<file path="config.mk">
export PLATFORM = sky130hd
export DESIGN_NAME = rtn_test_seq
export DESIGN_NICKNAME = d
export VERILOG_FILES = /design/src/rtl/rtn_pkg.sv /design/src/rtl/rtn_ovr_mux.sv /design/src/rtl/rtn_seq_fsm.sv /design/src/rtl/rtn_test_seq.sv
export SDC_FILE = /design/constraint.sdc
export NUM_CORES = 1
export LEC_CHECK = 0
export ABC_AREA = 1
export ABC_CLOCK_PERIOD_IN_PS = 2400
export BUFFER_PORTS_ARGS = -buffer_cell sky130_fd_sc_hd__buf_2
export CAP_MARGIN = 40
export CORE_UTILIZATION = 30
export DETAILED_ROUTE_END_ITERATION = 10
export GPL_TIMING_DRIVEN = 0
export SYNTH_ARGS = -nofsm -noshare
export SYNTH_HDL_FRONTEND = slang
export SYNTH_SLANG_ARGS = --single-unit
</file>
<file path="constraint.sdc">
create_clock -name clk -period 2.4 [get_ports clk]
set_input_delay 0.24 -clock clk [delete_from_list [all_inputs] [get_ports clk]]
set_output_delay 0.24 -clock clk [all_outputs]
set_load 0.02 [all_outputs]
</file>
<file path="src/rtl/rtn_pkg.sv">
package rtn_pkg;

    typedef enum logic [3:0] {
        ST_IDLE,
        ST_LOAD,
        ST_SAVE,
        ST_ISO_ON,
        ST_OFF,
        ST_ON,
        ST_ISO_OFF,
        ST_RESTORE,
        ST_UNLOAD
    } seq_state_e;

    // Domain controls, in the order shared by functional and test paths.
    typedef struct packed {
        logic ret_save;
        logic ret_restore;
        logic iso_en;
        logic pwr_on;
        logic scan_en;
    } dom_ctl_t;

endpackage

</file>
<file path="src/rtl/rtn_ovr_mux.sv">
module rtn_ovr_mux #(
    parameter int N = 5
) (
    input  logic         sel,
    input  logic [N-1:0] func_i,
    input  logic [N-1:0] seq_i,
    output logic [N-1:0] ctl_o
);

    for (genvar gi = 0; gi < N; gi++) begin : g_bit
        always_comb begin
            ctl_o[gi] = sel ? seq_i[gi] : func_i[gi];
        end
    end

endmodule

</file>
<file path="src/rtl/rtn_seq_fsm.sv">
module rtn_seq_fsm
    import rtn_pkg::*;
#(
    parameter int DATA_W    = 16,
    parameter int CNT_W     = 8,
    parameter int TIMEOUT   = 1000,
    parameter bit RET_PULSE = 1'b0
) (
    input  logic              clk,
    input  logic              rst_n,
    input  logic              test_mode,
    input  logic              start,
    input  logic              iso_needed,
    input  logic [CNT_W-1:0]  dwell,
    input  logic              pwr_good,
    input  logic              shift_done,
    input  logic [DATA_W-1:0] scan_in_data,
    input  logic [DATA_W-1:0] scan_out_data,
    output dom_ctl_t          seq_ctl,
    output logic              shift_req,
    output logic              shift_out,
    output logic              busy,
    output logic              done,
    output logic              fail,
    output logic              timeout_err
);

    localparam int TO_W = $clog2(TIMEOUT + 1);
    localparam int CW   = (CNT_W > TO_W) ? CNT_W : TO_W;
    localparam logic [CW-1:0] TO_LIM = CW'(TIMEOUT);

    typedef struct packed {
        seq_state_e        state;
        logic [CW-1:0]     cnt;
        logic [DATA_W-1:0] pat;
        logic              iso;
        logic              done;
        logic              fail;
        logic              tmo;
    } seq_regs_t;

    seq_regs_t r_q, r_d;

    logic [CW-1:0] dwell_ext;
    logic          step_ok;
    logic          lvl;

    always_comb begin
        dwell_ext = CW'(dwell);
        step_ok   = (r_q.cnt >= dwell_ext);
        lvl       = !RET_PULSE;
    end

    // Next-state computation.
    always_comb begin
        r_d     = r_q;
        r_d.cnt = (r_q.cnt == '1) ? r_q.cnt : r_q.cnt + 1'b1;
        unique case (r_q.state)
            ST_IDLE: begin
                if (test_mode && start) begin
                    r_d.state = ST_LOAD;
                    r_d.iso   = iso_needed;
                    r_d.done  = 1'b0;
                    r_d.fail  = 1'b0;
                    r_d.tmo   = 1'b0;
                end
            end
            ST_LOAD: begin
                if (shift_done) begin
                    r_d.pat   = scan_in_data;
                    r_d.state = ST_SAVE;
                end
            end
            ST_SAVE: begin
                if (step_ok) r_d.state = r_q.iso ? ST_ISO_ON : ST_OFF;
            end
            ST_ISO_ON: begin
                if (step_ok) r_d.state = ST_OFF;
            end
            ST_OFF: begin
                if (step_ok) r_d.state = ST_ON;
            end
            ST_ON: begin
                if (pwr_good && step_ok) begin
                    r_d.state = r_q.iso ? ST_ISO_OFF : ST_RESTORE;
                end else if (!pwr_good && (r_q.cnt >= TO_LIM)) begin
                    r_d.state = ST_IDLE;
                    r_d.tmo   = 1'b1;
                end
            end
            ST_ISO_OFF: begin
                if (step_ok) r_d.state = ST_RESTORE;
            end
            ST_RESTORE: begin
                if (step_ok) r_d.state = ST_UNLOAD;
            end
            ST_UNLOAD: begin
                if (shift_done) begin
                    r_d.state = ST_IDLE;
                    r_d.done  = 1'b1;
                    r_d.fail  = (scan_out_data != r_q.pat);
                end
            end
            default: r_d.state = ST_IDLE;
        endcase
        if (!test_mode) r_d.state = ST_IDLE;
        if (r_d.state != r_q.state) r_d.cnt = '0;
    end

    always_ff @(posedge clk or negedge rst_n) begin
        if (!rst_n) begin
            r_q <= '{state: ST_IDLE, cnt: '0, pat: '0, iso: 1'b0,
                     done: 1'b0, fail: 1'b0, tmo: 1'b0};
        end else begin
            r_q <= r_d;
        end
    end

    // Control values driven by each step.
    always_comb begin
        seq_ctl        = '0;
        seq_ctl.pwr_on = 1'b1;
        shift_req      = 1'b0;
        shift_out      = 1'b0;
        unique case (r_q.state)
            ST_LOAD: begin
                seq_ctl.scan_en = 1'b1;
                shift_req       = 1'b1;
            end
            ST_SAVE: begin
                seq_ctl.ret_save = lvl || (r_q.cnt == '0);
            end
            ST_ISO_ON: begin
                seq_ctl.ret_save = lvl;
                seq_ctl.iso_en   = 1'b1;
            end
            ST_OFF: begin
                seq_ctl.ret_save = lvl;
                seq_ctl.iso_en   = r_q.iso;
                seq_ctl.pwr_on   = 1'b0;
            end
            ST_ON: begin
                seq_ctl.ret_save = lvl;
                seq_ctl.iso_en   = r_q.iso;
            end
            ST_ISO_OFF: begin
                seq_ctl.ret_save = lvl;
            end
            ST_RESTORE: begin
                seq_ctl.ret_restore = !lvl && (r_q.cnt == '0);
            end
            ST_UNLOAD: begin
                seq_ctl.scan_en = 1'b1;
                shift_req       = 1'b1;
                shift_out       = 1'b1;
            end
            default: ;
        endcase
    end

    always_comb begin
        busy        = (r_q.state != ST_IDLE);
        done        = r_q.done;
        fail        = r_q.fail;
        timeout_err = r_q.tmo;
    end

endmodule

</file>
<file path="src/rtl/rtn_test_seq.sv">
module rtn_test_seq
    import rtn_pkg::*;
#(
    parameter int DATA_W    = 16,
    parameter int CNT_W     = 8,
    parameter int TIMEOUT   = 1000,
    parameter bit RET_PULSE = 1'b0
) (
    input  logic              clk,
    input  logic              rst_n,
    input  logic              test_mode,
    input  logic              start,
    input  logic              iso_needed,
    input  logic [CNT_W-1:0]  dwell,
    input  logic              func_ret_save,
    input  logic              func_ret_restore,
    input  logic              func_iso_en,
    input  logic              func_pwr_on,
    input  logic              func_scan_en,
    input  logic              pwr_good,
    input  logic              shift_done,
    input  logic [DATA_W-1:0] scan_in_data,
    input  logic [DATA_W-1:0] scan_out_data,
    output logic              ret_save,
    output logic              ret_restore,
    output logic              iso_en,
    output logic              pwr_on,
    output logic              scan_en,
    output logic              shift_req,
    output logic              shift_out,
    output logic              busy,
    output logic              done,
    output logic              fail,
    output logic              timeout_err
);

    localparam int NCTL = $bits(dom_ctl_t);

    dom_ctl_t seq_ctl;
    dom_ctl_t func_ctl;
    dom_ctl_t out_ctl;
    logic     ovr_sel;

    always_comb begin
        func_ctl.ret_save    = func_ret_save;
        func_ctl.ret_restore = func_ret_restore;
        func_ctl.iso_en      = func_iso_en;
        func_ctl.pwr_on      = func_pwr_on;
        func_ctl.scan_en     = func_scan_en;
        ovr_sel              = test_mode && busy;
    end

    rtn_seq_fsm #(
        .DATA_W   (DATA_W),
        .CNT_W    (CNT_W),
        .TIMEOUT  (TIMEOUT),
        .RET_PULSE(RET_PULSE)
    ) u_fsm (
        .clk          (clk),
        .rst_n        (rst_n),
        .test_mode    (test_mode),
        .start        (start),
        .iso_needed   (iso_needed),
        .dwell        (dwell),
        .pwr_good     (pwr_good),
        .shift_done   (shift_done),
        .scan_in_data (scan_in_data),
        .scan_out_data(scan_out_data),
        .seq_ctl      (seq_ctl),
        .shift_req    (shift_req),
        .shift_out    (shift_out),
        .busy         (busy),
        .done         (done),
        .fail         (fail),
        .timeout_err  (timeout_err)
    );

    rtn_ovr_mux #(
        .N(NCTL)
    ) u_mux (
        .sel   (ovr_sel),
        .func_i(func_ctl),
        .seq_i (seq_ctl),
        .ctl_o (out_ctl)
    );

    always_comb begin
        ret_save    = out_ctl.ret_save;
        ret_restore = out_ctl.ret_restore;
        iso_en      = out_ctl.iso_en;
        pwr_on      = out_ctl.pwr_on;
        scan_en     = out_ctl.scan_en;
    end

endmodule

</file>
==> flow_summary_export.csv <==
group,metric,value,unit
run_status,status,"complete, no violations",
cts,cts_hold_buf,0,
synthesis,synth_cells,323,
timing,min_period,2160,ps
setup_path,r2r_slack,240,ps
setup_path,critPathCaptureType,"flip-flop",
place,dp.cells,483,
routing,ant_nets,0,
flow_run,cap_violations,0,
global_routing,grt.overflow.total,0,
setup_path,critPathKind,"reg -> reg",
place,place.port_buffers,61,
timing,skew,14.1,ps
synthesis,yosys.area.top_type_share,36.7,%
final_layout,syn_to_final_growth,24.1,%
cts,clock_latency,290,ps
routing,num_vias,2124,
final_layout,drive_gt1_share,29.7,%
place,place_hpwl,4.08,mm
synthesis,async_flop_share,100,%
floorplan,start_util,31.4,%
final_layout,antenna_cells,0,
global_routing,antenna_found_initial,0,
power,vdd_drop_max,0.000229,V
synthesis,synth_area_per_cell,7.17,sq um
timing,finalWorstSetupSlack,236,ps
global_routing,use_met1,18.2,%
global_routing,grt_first_pass_wirelength,9.07,mm
synthesis,synth_common_cells,"nand2_1, inv_1, dfrtp_1",
cts,cts_tree,"done",
floorplan,core_area,7370,sq um
power,power_density,581,nW/um^2
place,place_congestion,0.819,
synthesis,synthMostInstantiatedCell,"nand2_1",
synthesis,yosys_most_used_dff,"dfrtp_1",
timing,finalSetupViolCount,0,
routing,via_per_inst,4.31,
routing,drtIter0Drc,65,
synthesis,ys_seq_area_share,36.7,%
routing,wl_per_cell,10.7,microns
worst_hold_path,min_path_type,"in -> async",
setup_path,required,2610,ps
synthesis,synth_area,2320,sq um
final_layout,fin_nets,455,
setup_path,cp-start-kind,"flip-flop",
synthesis,ys_ff_latch,34,
power,p_leak,1.60,nW
timing,fin_setup_tns,0,ps
setup_path,r2r_start,"u_fsm.r_q[26]",
timing,finalHoldViolCount,0,
synthesis,synth_edf_count,0,
floorplan,chipHeight,89.9,microns
global_routing,grt_max_degree,35,
timing,slew_violations,0,
global_routing,track_usage,13.8,%
timing,relSlewSlack,47.8,%
cts,cts_buffer_depth,2,
cts,cts_made_buffers,5,
floorplan,dieArea,8080,sq um
timing,fin_crit_sh,90.2,%
synthesis,yosysWarnings,0,
floorplan,io_pins,63,
cts,clock_sinks,34,
floorplan,rows,31,
cts,cts_max_level,2,
floorplan,die_width,89.9,microns
timing,tightestPinTransition,784,ps
timing,rsz0062_at_grt,"no",
place,pre_cts_slack,117,ps
global_routing,grt_pass1_vias,2049,
routing,drt-total-wl,5.30,mm
setup_path,worstPathArrival,2380,ps
synthesis,yosys.area.top_type,"dfrtp_1",
routing,drc_errors,0,
power,total_power,0.00167,W
global_routing,grt_util_met2,22.2,%
global_routing,grtUsageMet3,3.38,%
cts,clockRootBuffer,"clkbuf_8",
final_layout,fin_cells,493,
synthesis,synthesis.nets,385,
setup_path,r2r-end,"u_fsm.r_q[27]",
synthesis,synthTopCellsByArea,"dfrtp_1, nand2_1, inv_1",
synthesis,synthDistinctLibCells,30,
setup_path,crit_fanout,6,
global_routing,grt_busiest_layer,"met2",
setup_path,reg2regPathDepth,15,
cts,clkSlewWorstSetupHoldPaths,80,ps
routing,first_pass_iters,4,
timing,timing.fmax,462,MHz
==> power by group <==
group	leakage (nW)	switching [W]	internal (W)	total, W
sequential	0.441	0.0000827	0.000685	0.000767
combinational	1.11	0.000265	0.000207	0.000472
clock	0.0441	0.000227	0.000204	0.000431
total	1.60	0.000576	0.00110	0.00167
==> per-stage QoR <==
stage	hold slack [ps]	instance area, sq um	utilization (%)
3_5_place_dp	387	2750	37.3
6_report	23.5	2880	39.0
3_3_place_gp	381	2750	37.3
4_1_cts	59.4	2840	38.5
5_1_grt	73.6	2880	39.0
2_1_floorplan	-55.6	2320	-
==> worst max path at each step <==
stage	start	end	slack, ps
after floorplan	u_fsm.r_q[25]	u_fsm.r_q[20]	490
final	u_fsm.r_q[26]	u_fsm.r_q[27]	240
after CTS	u_fsm.r_q[27]	u_fsm.r_q[27]	90
after global placement	u_fsm.r_q[27]	u_fsm.r_q[26]	170
after detailed placement	u_fsm.r_q[27]	u_fsm.r_q[27]	120
after global routing	u_fsm.r_q[24]	u_fsm.r_q[28]	2
==> layout make-up <==
| class | instances | area, sq um |
|---|---|---|
| fillers | 793 | 4490 |
| multi-input cells | 237 | 1290 |
| flip-flops and latches | 34 | 852 |
| repair buffers | 62 | 313 |
| inverters | 48 | 180 |
| well taps | 99 | 124 |
| clock buffers | 5 | 68.8 |
| plain buffers | 5 | 30.0 |
| clock inverters | 3 | 21.3 |
==> cell usage in the layout (no fill, tap or decap), types with 3 or more instances in the layout <==
master and n:
nand2_1 101, buf_2 61, inv_1 38, dfrtp_1 33, nor2_1 27, nor2_2 15, nand3_1 15, xor2_1 13
inv_2 10, o21ai_0 10, ha_1 10, nand2_2 8, a21oi_1 6, clkbuf_8 5, nor3_1 4, nand4_1 4
nand3_4 3, a31oi_1 3, clkbuf_1 3, xnor2_1 3, or2_2 3
==> worst max-delay path: stages (launching register included) <==
cell	delay [ps]
dfrtp_1	440
ha_1	300
nand2_1	70
nor2_4	130
nand3_2	110
nand3_4	140
nand2_1	60
o21ai_1	70
nand2_1	80
inv_2	60
nand2_1	40
nand2_1	90
nand2_2	70
nor2_4	170
nand3_4	140
nor2_2	110
==> cells by family (layout without fill, tap and decap cells) <==
group	after synthesis	after routing	synth area share, %
buffers and inverters	53	123	9.07
DFF	34	34	36.7
adders and majority gates	10	10	5.40
and+or+nand+nor	186	187	37.1
AOI/OAI and AO/OA	24	24	5.67
xor gates and xnor gates	16	16	6.05
==> registers in the layout, summed over array words and instances, names as in the netlist <==
name and count:
u_fsm.r_q 31, u_fsm.done 1, u_fsm.fail 1, u_fsm.timeout_err 1
==> what timing repair did <==
item,CTS,global route
resized for setup,0,6
buffers inserted,0,1
setup endpoints to repair,0,10
==> routing by layer <==
layer  up-vias  share of wire, %  wire, microns
li1       1140                 -              -
met1       920                47           2510
met2        59                46           2460
met3         5               5.1            268
met4         0               1.1             57
met5         -                 0              0
No activity file was read; power rests on OpenSTA's default activity.
